**src/rtl/wp_pkg.sv**
```systemverilog
// Package: shared command codes, deny reasons and status bit positions
// for the flash permission unit.
package wp_pkg;

    typedef enum logic [2:0] {
        CMD_OTHER = 3'd0,
        CMD_PP    = 3'd1,
        CMD_SE    = 3'd2,
        CMD_BE    = 3'd3,
        CMD_WRSR  = 3'd4
    } wp_cmd_e;

    typedef enum logic [1:0] {
        WHY_NONE   = 2'd0,
        WHY_NO_WEL = 2'd1,
        WHY_AREA   = 2'd2,
        WHY_LOCKED = 2'd3
    } wp_why_e;

    localparam int SR_LOCK_BIT = 7;
    localparam int SR_LVL_LSB  = 2;

endpackage

```
**src/rtl/wp_region_map.sv**
```systemverilog
// Module: wp_region_map
// Maps the protect level to the set of covered sectors and reports
// whether the request address lands in one of them.
// Assumes: level 0 covers nothing, the maximum level covers every sector,
// and level k in between covers the top 2**(k-1) sectors.
// Address bits above the array are ignored.
module wp_region_map #(
    parameter int ADDR_W    = 24,
    parameter int ARRAY_AW  = 18,
    parameter int SECTOR_AW = 16,
    parameter int LVL_W     = 2
) (
    input  logic [ADDR_W-1:0] addr_i,
    input  logic [LVL_W-1:0]  level_i,
    output logic              hit_o
);
    localparam int IDX_W   = ARRAY_AW - SECTOR_AW;
    localparam int NSECT   = 1 << IDX_W;
    localparam int LVL_MAX = (1 << LVL_W) - 1;

    logic [IDX_W-1:0] sect_idx;
    logic [NSECT-1:0] sect_locked;
    int               cover_cnt;

    assign sect_idx = addr_i[ARRAY_AW-1:SECTOR_AW];

    logic unused_addr;
    assign unused_addr = ^{addr_i[ADDR_W-1:ARRAY_AW], addr_i[SECTOR_AW-1:0]};

    // Number of covered sectors for the current level.
    always_comb begin
        if (level_i == '0)
            cover_cnt = 0;
        else if (int'(level_i) == LVL_MAX)
            cover_cnt = NSECT;
        else if ((1 << (int'(level_i) - 1)) > NSECT)
            cover_cnt = NSECT;
        else
            cover_cnt = 1 << (int'(level_i) - 1);
    end

    // One lock flag per sector: the top cover_cnt sectors are covered.
    for (genvar s = 0; s < NSECT; s++) begin : g_sect
        assign sect_locked[s] = (cover_cnt + s) >= NSECT;
    end

    assign hit_o = sect_locked[sect_idx];

endmodule

```
**src/rtl/wp_decide.sv**
```systemverilog
// Module: wp_decide
// Combinational decision for one request. The checks are applied in
// priority order: write enable first, then the lock or area checks
// for the command.
// Assumes: the inputs are stable while req_i is high.
module wp_decide
    import wp_pkg::*;
#(
    parameter int LVL_W = 2
) (
    input  logic             req_i,
    input  logic [2:0]       cmd_i,
    input  logic             wel_i,
    input  logic             wp_n_i,
    input  logic             lock_i,
    input  logic [LVL_W-1:0] level_i,
    input  logic             area_hit_i,
    output logic             decide_o,
    output logic             accept_o,
    output logic [1:0]       why_o
);
    logic modifying;

    // A decision is owed only for the four modifying commands.
    always_comb begin
        case (cmd_i)
            CMD_PP, CMD_SE, CMD_BE, CMD_WRSR: modifying = 1'b1;
            default:                          modifying = 1'b0;
        endcase
    end

    assign decide_o = req_i && modifying;

    // Reason selection, in priority order.
    always_comb begin
        why_o = WHY_NONE;
        if (!wel_i) begin
            why_o = WHY_NO_WEL;
        end else begin
            case (cmd_i)
                CMD_PP, CMD_SE: if (area_hit_i)        why_o = WHY_AREA;
                CMD_BE:         if (level_i != '0)     why_o = WHY_AREA;
                CMD_WRSR:       if (lock_i && !wp_n_i) why_o = WHY_LOCKED;
                default:        why_o = WHY_NONE;
            endcase
        end
        if (!decide_o) why_o = WHY_NONE;
    end

    assign accept_o = decide_o && (why_o == WHY_NONE);

endmodule

```
**src/rtl/wp_status_reg.sv**
```systemverilog
// Module: wp_status_reg
// Holds the lock bit and the protect level. Loads them from the data
// byte on a granted status write only.
// Assumes: synchronous active-low reset to INIT.
module wp_status_reg
    import wp_pkg::*;
#(
    parameter int         LVL_W = 2,
    parameter logic [7:0] INIT  = 8'h00
) (
    input  logic             clk,
    input  logic             rst_n,
    input  logic             load_i,
    input  logic [7:0]       data_i,
    output logic             lock_o,
    output logic [LVL_W-1:0] level_o
);
    logic unused_data;
    assign unused_data = ^{data_i[6:SR_LVL_LSB+LVL_W], data_i[SR_LVL_LSB-1:0]};

    // Stored protection bits: reset, or a load on a granted write.
    always_ff @(posedge clk) begin
        if (!rst_n) begin
            lock_o  <= INIT[SR_LOCK_BIT];
            level_o <= INIT[SR_LVL_LSB +: LVL_W];
        end else if (load_i) begin
            lock_o  <= data_i[SR_LOCK_BIT];
            level_o <= data_i[SR_LVL_LSB +: LVL_W];
        end
    end

endmodule

```
**src/rtl/wp_guard.sv**
```systemverilog
// Module: wp_guard (top)
// Permission unit for the modifying commands of a serial flash. It
// registers a grant or deny strobe, with a reason code and a
// write-enable clear strobe, one cycle after each request. It also
// owns the protection bits of the status byte.
// Assumes: the decoder holds each request for one cycle.
module wp_guard
    import wp_pkg::*;
#(
    parameter int         ADDR_W    = 24,
    parameter int         ARRAY_AW  = 18,
    parameter int         SECTOR_AW = 16,
    parameter logic [7:0] SR_INIT   = 8'h00
) (
    input  logic              clk,
    input  logic              rst_n,
    input  logic              req_valid_i,
    input  logic [2:0]        req_cmd_i,
    input  logic [ADDR_W-1:0] req_addr_i,
    input  logic [7:0]        wrsr_data_i,
    input  logic              wel_i,
    input  logic              wip_i,
    input  logic              wp_n_i,
    output logic              grant_o,
    output logic              deny_o,
    output logic [1:0]        deny_why_o,
    output logic              wel_clr_o,
    output logic [7:0]        status_o
);
    localparam int LVL_W = 2;

    logic             lock_q;
    logic [LVL_W-1:0] level_q;
    logic             area_hit;
    logic             decide;
    logic             accept;
    logic [1:0]       why;

    wp_region_map #(
        .ADDR_W(ADDR_W), .ARRAY_AW(ARRAY_AW),
        .SECTOR_AW(SECTOR_AW), .LVL_W(LVL_W)
    ) u_map (
        .addr_i(req_addr_i), .level_i(level_q), .hit_o(area_hit)
    );

    wp_decide #(.LVL_W(LVL_W)) u_dec (
        .req_i(req_valid_i), .cmd_i(req_cmd_i), .wel_i(wel_i),
        .wp_n_i(wp_n_i), .lock_i(lock_q), .level_i(level_q),
        .area_hit_i(area_hit), .decide_o(decide), .accept_o(accept),
        .why_o(why)
    );

    wp_status_reg #(.LVL_W(LVL_W), .INIT(SR_INIT)) u_sr (
        .clk(clk), .rst_n(rst_n),
        .load_i(accept && (req_cmd_i == CMD_WRSR)),
        .data_i(wrsr_data_i), .lock_o(lock_q), .level_o(level_q)
    );

    // Output strobes: one cycle after the decision.
    always_ff @(posedge clk) begin
        if (!rst_n) begin
            grant_o    <= 1'b0;
            deny_o     <= 1'b0;
            deny_why_o <= WHY_NONE;
            wel_clr_o  <= 1'b0;
        end else begin
            grant_o    <= accept;
            deny_o     <= decide && !accept;
            deny_why_o <= why;
            wel_clr_o  <= decide;
        end
    end

    // Status byte assembly.
    always_comb begin
        status_o                        = '0;
        status_o[SR_LOCK_BIT]           = lock_q;
        status_o[SR_LVL_LSB +: LVL_W]   = level_q;
        status_o[1]                     = wel_i;
        status_o[0]                     = wip_i;
    end

endmodule

```
**config.mk**
```make
export PLATFORM = sky130hd
export DESIGN_NAME = wp_guard
export DESIGN_NICKNAME = d
export VERILOG_FILES = /design/src/rtl/wp_pkg.sv /design/src/rtl/wp_region_map.sv /design/src/rtl/wp_decide.sv /design/src/rtl/wp_status_reg.sv /design/src/rtl/wp_guard.sv
export SDC_FILE = /design/constraint.sdc
export NUM_CORES = 1
export LEC_CHECK = 0
export CELL_PAD_IN_SITES_DETAIL_PLACEMENT = 0
export CELL_PAD_IN_SITES_GLOBAL_PLACEMENT = 2
export CORE_MARGIN = 3
export CORE_UTILIZATION = 27
export CTS_BUF_LIST = sky130_fd_sc_hd__clkbuf_2 sky130_fd_sc_hd__clkbuf_4 sky130_fd_sc_hd__clkbuf_8
export CTS_CLUSTER_DIAMETER = 40
export CTS_CLUSTER_SIZE = 16
export DETAILED_ROUTE_END_ITERATION = 7
export DONT_BUFFER_PORTS = 1
export GPL_TIMING_DRIVEN = 1
export PLACE_DENSITY = 0.75
export SETUP_SLACK_MARGIN = 0.3
export SLEW_MARGIN = 20
export SYNTH_ARGS = -nofsm -noshare
export SYNTH_HDL_FRONTEND = slang
export SYNTH_SLANG_ARGS = --single-unit
```
**constraint.sdc**
```tcl
create_clock -name clk -period 1.3 [get_ports clk]
set_input_delay 0.065 -clock clk [delete_from_list [all_inputs] [get_ports clk]]
set_output_delay 0.065 -clock clk [all_outputs]
set_load 0.05 [all_outputs]
```
==> results of run 1 <==
==> timing repair <==
| action | CTS | global route |
|---|---|---|
| cloned | 0 | 0 |
| endpoints found under the setup margin | 6 | 7 |
| endpoints found under the hold margin | 4 | 1 |
| setup buffers | 1 | 0 |
| pin swaps | 1 | 3 |
| resized for setup | 2 | 2 |
==> metrics by stage <==
step | area (sq um) | hold slack (ns) | total power, mW | util [%] | std cells
2_1_floorplan | 434 | 0.197 | 0.338 | - | 46
3_3_place_gp | 425 | 0.130 | 0.318 | 31.1 | 57
3_5_place_dp | 425 | 0.130 | 0.319 | 31.1 | 57
4_1_cts | 529 | 0.0202 | 0.564 | 38.7 | 68
5_1_grt | 537 | -0.000418 | 0.588 | 39.3 | 68
6_report | 537 | 0.0135 | 0.558 | 39.3 | 68
==> synth_stat cells <==
| library cell | number | area (sq um) |
|---|---|---|
| sky130_fd_sc_hd__o2111ai_1 | 1 | 8.76 |
| sky130_fd_sc_hd__o211ai_2 | 1 | 12.5 |
| sky130_fd_sc_hd__conb_1 | 1 | 3.75 |
| sky130_fd_sc_hd__buf_4 | 6 | 45.0 |
| sky130_fd_sc_hd__and4b_1 | 1 | 10.0 |
| sky130_fd_sc_hd__o21ba_2 | 1 | 10.0 |
| sky130_fd_sc_hd__o21ai_0 | 1 | 5.00 |
| sky130_fd_sc_hd__a31oi_1 | 1 | 6.26 |
| sky130_fd_sc_hd__a21oi_1 | 1 | 5.00 |
| sky130_fd_sc_hd__a211o_1 | 1 | 8.76 |
| sky130_fd_sc_hd__and4b_2 | 1 | 11.3 |
| sky130_fd_sc_hd__nand2_1 | 7 | 26.3 |
| sky130_fd_sc_hd__buf_2 | 1 | 5.00 |
| sky130_fd_sc_hd__inv_1 | 3 | 11.3 |
| sky130_fd_sc_hd__a311oi_2 | 1 | 15.0 |
| sky130_fd_sc_hd__nor2_1 | 1 | 3.75 |
| sky130_fd_sc_hd__nor3b_2 | 1 | 12.5 |
| sky130_fd_sc_hd__nor2b_1 | 1 | 6.26 |
| sky130_fd_sc_hd__dfxtp_1 | 8 | 160 |
| sky130_fd_sc_hd__nand3_1 | 1 | 5.00 |
| sky130_fd_sc_hd__mux2i_1 | 3 | 30.0 |
| sky130_fd_sc_hd__xnor2_1 | 1 | 8.76 |
==> power by group <==
group,total (mW),switching [mW],internal (mW)
sequential,0.264,0.0169,0.247
combinational,0.0680,0.0409,0.0271
clock,0.226,0.0875,0.138
total,0.558,0.145,0.413
==> worst max-delay path by stage <==
stage,start,slack [ns],endpoint,cells past startpoint
after global placement,u_sr.level_o[0],0.25,grant_o,3
after CTS,u_sr.level_o[0],0.21,grant_o,3
after global routing,u_sr.level_o[0],0.16,grant_o,3
after floorplan,u_sr.level_o[1],0.15,grant_o,3
final,u_sr.level_o[0],0.21,grant_o,3
after detailed placement,u_sr.level_o[0],0.23,grant_o,3
==> area by class of cell <==
class | count | share of cell area, %
timing repair buffer | 10 | 17.5
multi-input combinational | 28 | 39.9
tap | 15 | 3.50
sequential | 8 | 31.5
clock buffer | 4 | 5.59
inverter | 3 | 2.10
==> kinds of logic after synthesis <==
logic type,after synthesis,share of synthesized area [%]
AND/OR/NAND/NOR,13,18.3
buffers and inverters,10,14.9
AO/OA/AOI/OAI,8,17.4
flip-flops,8,39.0
multiplexers,3,7.32
XOR/XNOR,1,2.13
other,1,0.914
==> routing by layer <==
| layer | share of wire, % | up-vias |
|---|---|---|
| met4 | 0 | 0 |
| met3 | 12 | 0 |
| met1 | 38 | 142 |
| met2 | 50 | 23 |
| met5 | 0 | - |
| li1 | - | 160 |
==> worst min-delay path: stages <==
cell and delay [ns]:
sky130_fd_sc_hd__nor2b_4 0.02, sky130_fd_sc_hd__nand2_1 0.07, sky130_fd_sc_hd__a311oi_2 0.08
==> sequential cells by signal, indices dropped and copies added (netlist names) <==
name and flops:
deny_o 1, grant_o 1, u_sr.level_o 2, deny_why_o 2, u_sr.lock_o 1, wel_clr_o 1
==> flow_summary.ini, run 1 <==
[layout]
drive_above_1_share_pct = 37.7
final_cell_mix = sky130_fd_sc_hd__nand2_1, sky130_fd_sc_hd__dlygate4sd3_1, sky130_fd_sc_hd__dfxtp_1, sky130_fd_sc_hd__clkbuf_4
syn_to_final_growth_pct = 30.8
final.fill_count = 145
diodes = 0
layout_commonest_cell = sky130_fd_sc_hd__nand2_1
nNetsFinal = 95
multi_input_area_sq_um = 214
layout.area.seq_sq_um = 169

[critical_path]
worst_ep_required_time_ns = 1.43
r2r-start = u_sr.level_o[0]
arrival_ns = 1.23
critical-path-slowest-cell = sky130_fd_sc_hd__dfxtp_4
critical_path.n_buffers_inverters = 0
register_to_register_setup_slack_ns = 0.21
chain_of_cells_forming_the_critical_path = o21ai_2, a211o_1, and4b_2
critPathMaxStageDelay_ns = 0.37
crit_path_max_fanout = 4
cp_top_family = compound AO/OA/AOI/OAI gates
reg2reg_to = grant_o
critPathCaptureType = flip-flop
timing.critical_path.from_type = flip-flop
worstRegToRegCells = 3
worst-setup-path-type = flip-flop to flip-flop

[global_route]
met1_usage_pct = 11.9
grt_remaining_overflow = 0
antenna_found_initial = 0
grt.total_usage_pct = 9.32
wire_length_of_the_first_global_routing_pass_mm = 1.30
top_usage_layer = met2
global_route.usage.met3_pct = 5.98
grt_start_max_net_pins = 8
number_of_global_route_vias_before_repair = 290
gr-usage-met2_pct = 13.3

[cts]
cts.path.max_buffers = 2
ctsHtreeMaxLevel = 1
ctsRootBufferMaster = sky130_fd_sc_hd__clkbuf_4
holdBufCountCts = 6
clkSlewWorstSetupHoldPaths_ns = 0.07
tritoncts = yes
worst_skew_pair.late_latency_ns = 0.26
clock-sinks = 8
cts_made_buffers = 3

[timing]
report.final.hold_viol_count = 0
achievable-frequency_ghz = 0.915
final_critical_path_setup_slack_ns = 0.207
grt_setup_unrepaired = true
drv_slew = 0
skew_ns = 0.0179
min_tclk_post_route_ns = 1.09
setup-tns-final_ns = 0
finalCritPeriodShare_pct = 84.1
setup-violations-final = 0

[synthesis]
synth_cell_types = 22
yosysWarningCount = 0
synth_seq_cells = 8
synthesis.area_per_instance_sq_um = 9.33
synth.yosys.seq_area_share_pct = 39.0
netlist_instances = 44
synth.cell_area_sq_um = 410

[floorplanning]
core_sq_um = 1370
floorplan.initialDensity_pct = 30.0
number_of_core_rows = 13
die-area_sq_um = 2020
boundaryPins = 54
chipWidth_microns = 45.0
floorplan.die.height_microns = 45.0

[hold_path]
worstHoldPathType = primary input to flip-flop
worst_hold_startpoint = wp_n_i
worst_hold_path.num_cells = 3
worst_hold_path.endpoint = deny_why_o[1]

[power]
pwr_density_cell_nw_per_um2 = 1040
vdd_ir_drop_max_uv = 615
total_leakage_power_nw = 0.210

[placement]
place_ws_ns = 0.233
gp_routability_congestion = 0.597
place.port_buffers = 0

[run_status]
outcome = complete, no violations

[job]
maxCapViolCount = 0

[route]
drt_iter0_drc = 3
drt_wl_total_microns = 825
wl_per_cell_microns = 12.1
postRouteAntennaNets = 0
drc = 0
vias_per_cell = 4.78
dr_vias = 325
drt_pass1_iterations = 4
Note: power is estimated with default switching activity, not from simulation.
==> inputs of run 2 (changes only) <==
CORE_ASPECT_RATIO = 0.8   (was not set)
CORE_UTILIZATION = 25   (was 27)
PLACE_DENSITY = 0.73   (was 0.75)
clock period = 1 ns   (was 1.3 ns; I/O delays follow)
==> run 2 against run 1 <==
Critical path depth unchanged. Power increased by 32%. First-iteration DRC count increased by 130%. Critical path type unchanged. Critical endpoint unchanged. The run now ends with hold timing, setup timing left.
==> flow_summary.ini, run 2 (same netlist as run 1, synthesis figures left out) <==
[run_status]
outcome = finished with violations
failing_checks = hold timing, setup timing

[timing]
drv_slew = 0
final_critical_path_setup_slack_ns = -0.0616
report.final.hold_viol_count = 2
achievable-frequency_ghz = 0.942
setup-violations-final = 6
grt_setup_unrepaired = true
final.hold.worst_slack_ns = -0.00954
finalCritPeriodShare_pct = 106
setup-tns-final_ns = -0.216
min_tclk_post_route_ns = 1.06
skew_ns = 0.0102

[route]
drt_iter0_drc = 7
vias_per_cell = 4.36
wl_per_cell_microns = 11.4
postRouteAntennaNets = 0
drc = 0
drt_wl_total_microns = 925
drt_pass1_iterations = 4
dr_vias = 353

[layout]
stdcell_count = 81
syn_to_final_growth_pct = 58.2
nNetsFinal = 102
layout_commonest_cell = sky130_fd_sc_hd__nand2_1
final.fill_count = 154
final_area_sq_um = 649
diodes = 0
final_cell_mix = sky130_fd_sc_hd__nand2_1, sky130_fd_sc_hd__buf_8, sky130_fd_sc_hd__dlygate4sd3_1, sky130_fd_sc_hd__buf_4
layout.area.seq_sq_um = 180
drive_above_1_share_pct = 55.0
largest_registers = deny_why_o x2, u_sr.level_o x2
multi_input_area_sq_um = 213
final_util_pct = 44.1

[global_route]
grt_start_max_net_pins = 8
grt.total_usage_pct = 10.0
grt_remaining_overflow = 0
antenna_found_initial = 0
wire_length_of_the_first_global_routing_pass_mm = 1.52
number_of_global_route_vias_before_repair = 345

[cts]
clock-sinks = 8
ctsHtreeMaxLevel = 1
cts.path.max_buffers = 2
tritoncts = yes
holdBufCountCts = 5
ctsRootBufferMaster = sky130_fd_sc_hd__clkbuf_4
worst_skew_pair.late_latency_ns = 0.25
clkSlewWorstSetupHoldPaths_ns = 0.06
cts_made_buffers = 3

[critical_path]
crit_path_max_fanout = 4
critPathCaptureType = flip-flop
worst-setup-path-type = flip-flop to flip-flop
timing.critical_path.from_type = flip-flop
worst_ep_required_time_ns = 1.15
arrival_ns = 1.21

[placement]
dp.final_hpwl_microns = 690
post-place-cells = 70
gp_routability_congestion = 0.675
place.port_buffers = 0
detailed_place.area_sq_um = 489

[hold_path]
worstHoldPathType = primary input to flip-flop

[floorplanning]
floorplan.die.height_microns = 42.2
number_of_core_rows = 12
die-area_sq_um = 2170
core_sq_um = 1470
chipWidth_microns = 51.3
floorplan.initialDensity_pct = 27.9
boundaryPins = 54

[power]
pwr_density_cell_nw_per_um2 = 1130
vdd_ir_drop_max_uv = 409
total_leakage_power_nw = 0.261

[job]
maxCapViolCount = 0
==> run 2: routing by layer <==
layer / wire length, microns / up-vias / track usage [%]
li1: - / 173 / -
met1: 360 / 159 / 9.30
met2: 427 / 19 / 15.4
met3: 110 / 2 / 5.34
met4: 27 / 0 / 9.42
met5: 0 / - / 0
==> run 2: final cells by class <==
type	count	share of cell area, %
tap	21	4.05
clock buffer	4	4.62
timing repair buffer	17	29.1
multi-input combinational	28	32.8
sequential	8	27.7
inverter	3	1.73
==> run 2: what timing repair did <==
item	in CTS	in global routing
hold endpoints to repair	5	2
pin swaps	1	1
resized for setup	19	3
setup endpoints to repair	15	16
buffers inserted	1	1
==> run 2: path summary, 6_finish.rpt <==
kind	endpoint	slack, ns	startpoint	depth (start not counted)
worst max-delay path	grant_o	-0.06	u_sr.level_o[0]	3
worst max register to register	grant_o	-0.06	u_sr.level_o[0]	3
worst min register to register	u_sr.lock_o	0.63	u_sr.lock_o	3
worst min-delay path	deny_o	-0.01	req_valid_i	2
==> run 2: power breakdown <==
part	switching (mW)	internal, mW	leakage (nW)	total, mW
clock network	0.112	0.180	0.0184	0.291
logic	0.0631	0.0465	0.173	0.110
registers	0.0143	0.319	0.0699	0.333
total	0.189	0.545	0.261	0.734
==> run 2: critical path, stage by stage, from the launching register on <==
cell                      delay, ns
sky130_fd_sc_hd__dfxtp_4       0.36
sky130_fd_sc_hd__o21ai_2       0.05
sky130_fd_sc_hd__a211o_1       0.33
sky130_fd_sc_hd__and4b_2       0.21
==> run 2: stage by stage <==
step	hold WS [ns]	total power [mW]	setup slack, ns
finish	-0.00954	0.734	-0.0616
global route	-0.00844	0.785	-0.113
CTS	-0.0144	0.748	-0.0567
detailed placement	0.101	0.424	-0.0543
global placement	0.101	0.423	-0.0640
floorplan	0.182	0.440	-0.153
==> inputs of run 3 (changes only) <==
ABC_CLOCK_PERIOD_IN_PS = 1000   (was not set)
REMOVE_ABC_BUFFERS = 1   (was not set)
==> run 3 against run 2 <==
The run still ends with hold timing, setup timing left. Via count is 0.28% lower. Combinational power hardly changed. Clock skew is 0.0058 ns lower. Fmax about the same. Largest power group unchanged. Critical endpoint unchanged. Non-clock buffer count stayed put. Critical path depth stayed put. Wire length shrank 0.65%. Core utilization is 0.51 points lower. First-iteration DRC count shrank 57%. Worst setup slack got worse by 0.00068 ns. Sequential share of layout area down 0.46 points.
==> flow_summary.ini, run 3 (same netlist as run 1, synthesis figures left out) <==
[run_status]
outcome = finished with violations
failing_checks = hold timing, setup timing

[cts]
holdBufCountCts = 5
ctsHtreeMaxLevel = 1
clkSlewWorstSetupHoldPaths_ns = 0.06
cts.path.max_buffers = 2
tritoncts = yes
ctsRootBufferMaster = sky130_fd_sc_hd__clkbuf_4
clock-sinks = 8
worst_skew_pair.late_latency_ns = 0.25
cts_made_buffers = 3

[layout]
syn_to_final_growth_pct = 56.4
final_util_pct = 43.6
layout_commonest_cell = sky130_fd_sc_hd__nand2_1
diodes = 0
drive_above_1_share_pct = 54.2
nNetsFinal = 102
final_area_sq_um = 642
final.fill_count = 148
largest_registers = deny_why_o x2, u_sr.level_o x2
final_cell_mix = sky130_fd_sc_hd__nand2_1, sky130_fd_sc_hd__dfxtp_2, sky130_fd_sc_hd__buf_8, sky130_fd_sc_hd__buf_4, sky130_fd_sc_hd__dlygate4sd3_1

[global_route]
grt_start_max_net_pins = 8
grt.total_usage_pct = 8.86
antenna_found_initial = 0
number_of_global_route_vias_before_repair = 295
grt_remaining_overflow = 0
wire_length_of_the_first_global_routing_pass_mm = 1.38

[job]
maxCapViolCount = 0

[power]
vdd_ir_drop_max_uv = 634
pwr_density_cell_nw_per_um2 = 1090
total_leakage_power_nw = 0.266
p_total_mw = 0.697

[floorplanning]
floorplan.die.height_microns = 42.2
number_of_core_rows = 12
core_sq_um = 1470
die-area_sq_um = 2170
chipWidth_microns = 51.3
floorplan.initialDensity_pct = 27.9
boundaryPins = 54

[route]
drt_iter0_drc = 3
wl_per_cell_microns = 11.5
drc = 0
vias_per_cell = 4.40
drt_pass1_iterations = 2
dr_vias = 352
postRouteAntennaNets = 0
drt_wl_total_microns = 919

[timing]
final_critical_path_setup_slack_ns = -0.0623
skew_ns = 0.00434
min_tclk_post_route_ns = 1.06
achievable-frequency_ghz = 0.941
finalCritPeriodShare_pct = 106
drv_slew = 0
final.hold.worst_slack_ns = -0.0162
grt_setup_unrepaired = true
report.final.hold_viol_count = 2
setup-violations-final = 5

[critical_path]
arrival_ns = 1.20
worst_ep_required_time_ns = 1.14
worst-setup-path-type = flip-flop to flip-flop
crit_path_max_fanout = 3
critPathCaptureType = flip-flop
timing.critical_path.from_type = flip-flop

[placement]
place.port_buffers = 0
detailed_place.area_sq_um = 462
gp_routability_congestion = 0.710

[hold_path]
worstHoldPathType = primary input to flip-flop
## run 3: final timing paths
kind | from | endpoint | slack (ns) | cells past startpoint
worst min register to register | u_sr.level_o[0] | u_sr.level_o[0] | 0.61 | 3
worst max-delay path | u_sr.level_o[1] | grant_o | -0.06 | 3
worst max register to register | u_sr.level_o[1] | grant_o | -0.06 | 3
worst min-delay path | req_valid_i | wel_clr_o | -0.02 | 2
## run 3: where the power goes
group / switching (mW) / internal, mW
Sequential: 0.0139 / 0.324
Clock: 0.111 / 0.137
Combinational: 0.0649 / 0.0461
Total: 0.190 / 0.507
## run 3: through the flow
stage	TNS (ns)	setup slack [ns]	std cells
CTS	-0.225	-0.0637	80
global placement	-0.318	-0.0909	69
detailed placement	-0.483	-0.132	69
global route	-0.400	-0.0935	80
floorplan	-2.46	-0.478	39
finish	-0.203	-0.0623	80
## run 3: area by class of cell
cell class / instances / area [sq um] / share of cell area (%)
clock buffer: 3 / 22.5 / 3.51
inverter: 3 / 11.3 / 1.75
multi-input combinational: 28 / 215 / 33.5
timing repair buffer: 17 / 191 / 29.8
tap: 21 / 26.3 / 4.09
sequential: 8 / 175 / 27.3
## run 3: repair_timing
item,4_1_cts,5_1_grt
setup endpoints to repair,15,16
cloned,0,0
endpoints found under the hold margin,7,3
buffers inserted,3,0
gates resized for setup,26,4
pin swaps,4,2
## run 3: critical path, stage by stage (launching register included)
cell and delay, ns:
sky130_fd_sc_hd__dfxtp_2 0.34, sky130_fd_sc_hd__o21ai_1 0.06, sky130_fd_sc_hd__a211o_1 0.33, sky130_fd_sc_hd__and4b_2 0.21
## run 3: metal layers
| layer | vias up | GRT usage (%) | share of wire (%) |
|---|---|---|---|
| li1 | 172 | - | - |
| met2 | 19 | 12.1 | 42 |
| met4 | 0 | 1.57 | 0 |
| met5 | - | 0 | 0 |
| met1 | 161 | 10.3 | 44 |
| met3 | 0 | 8.19 | 14 |
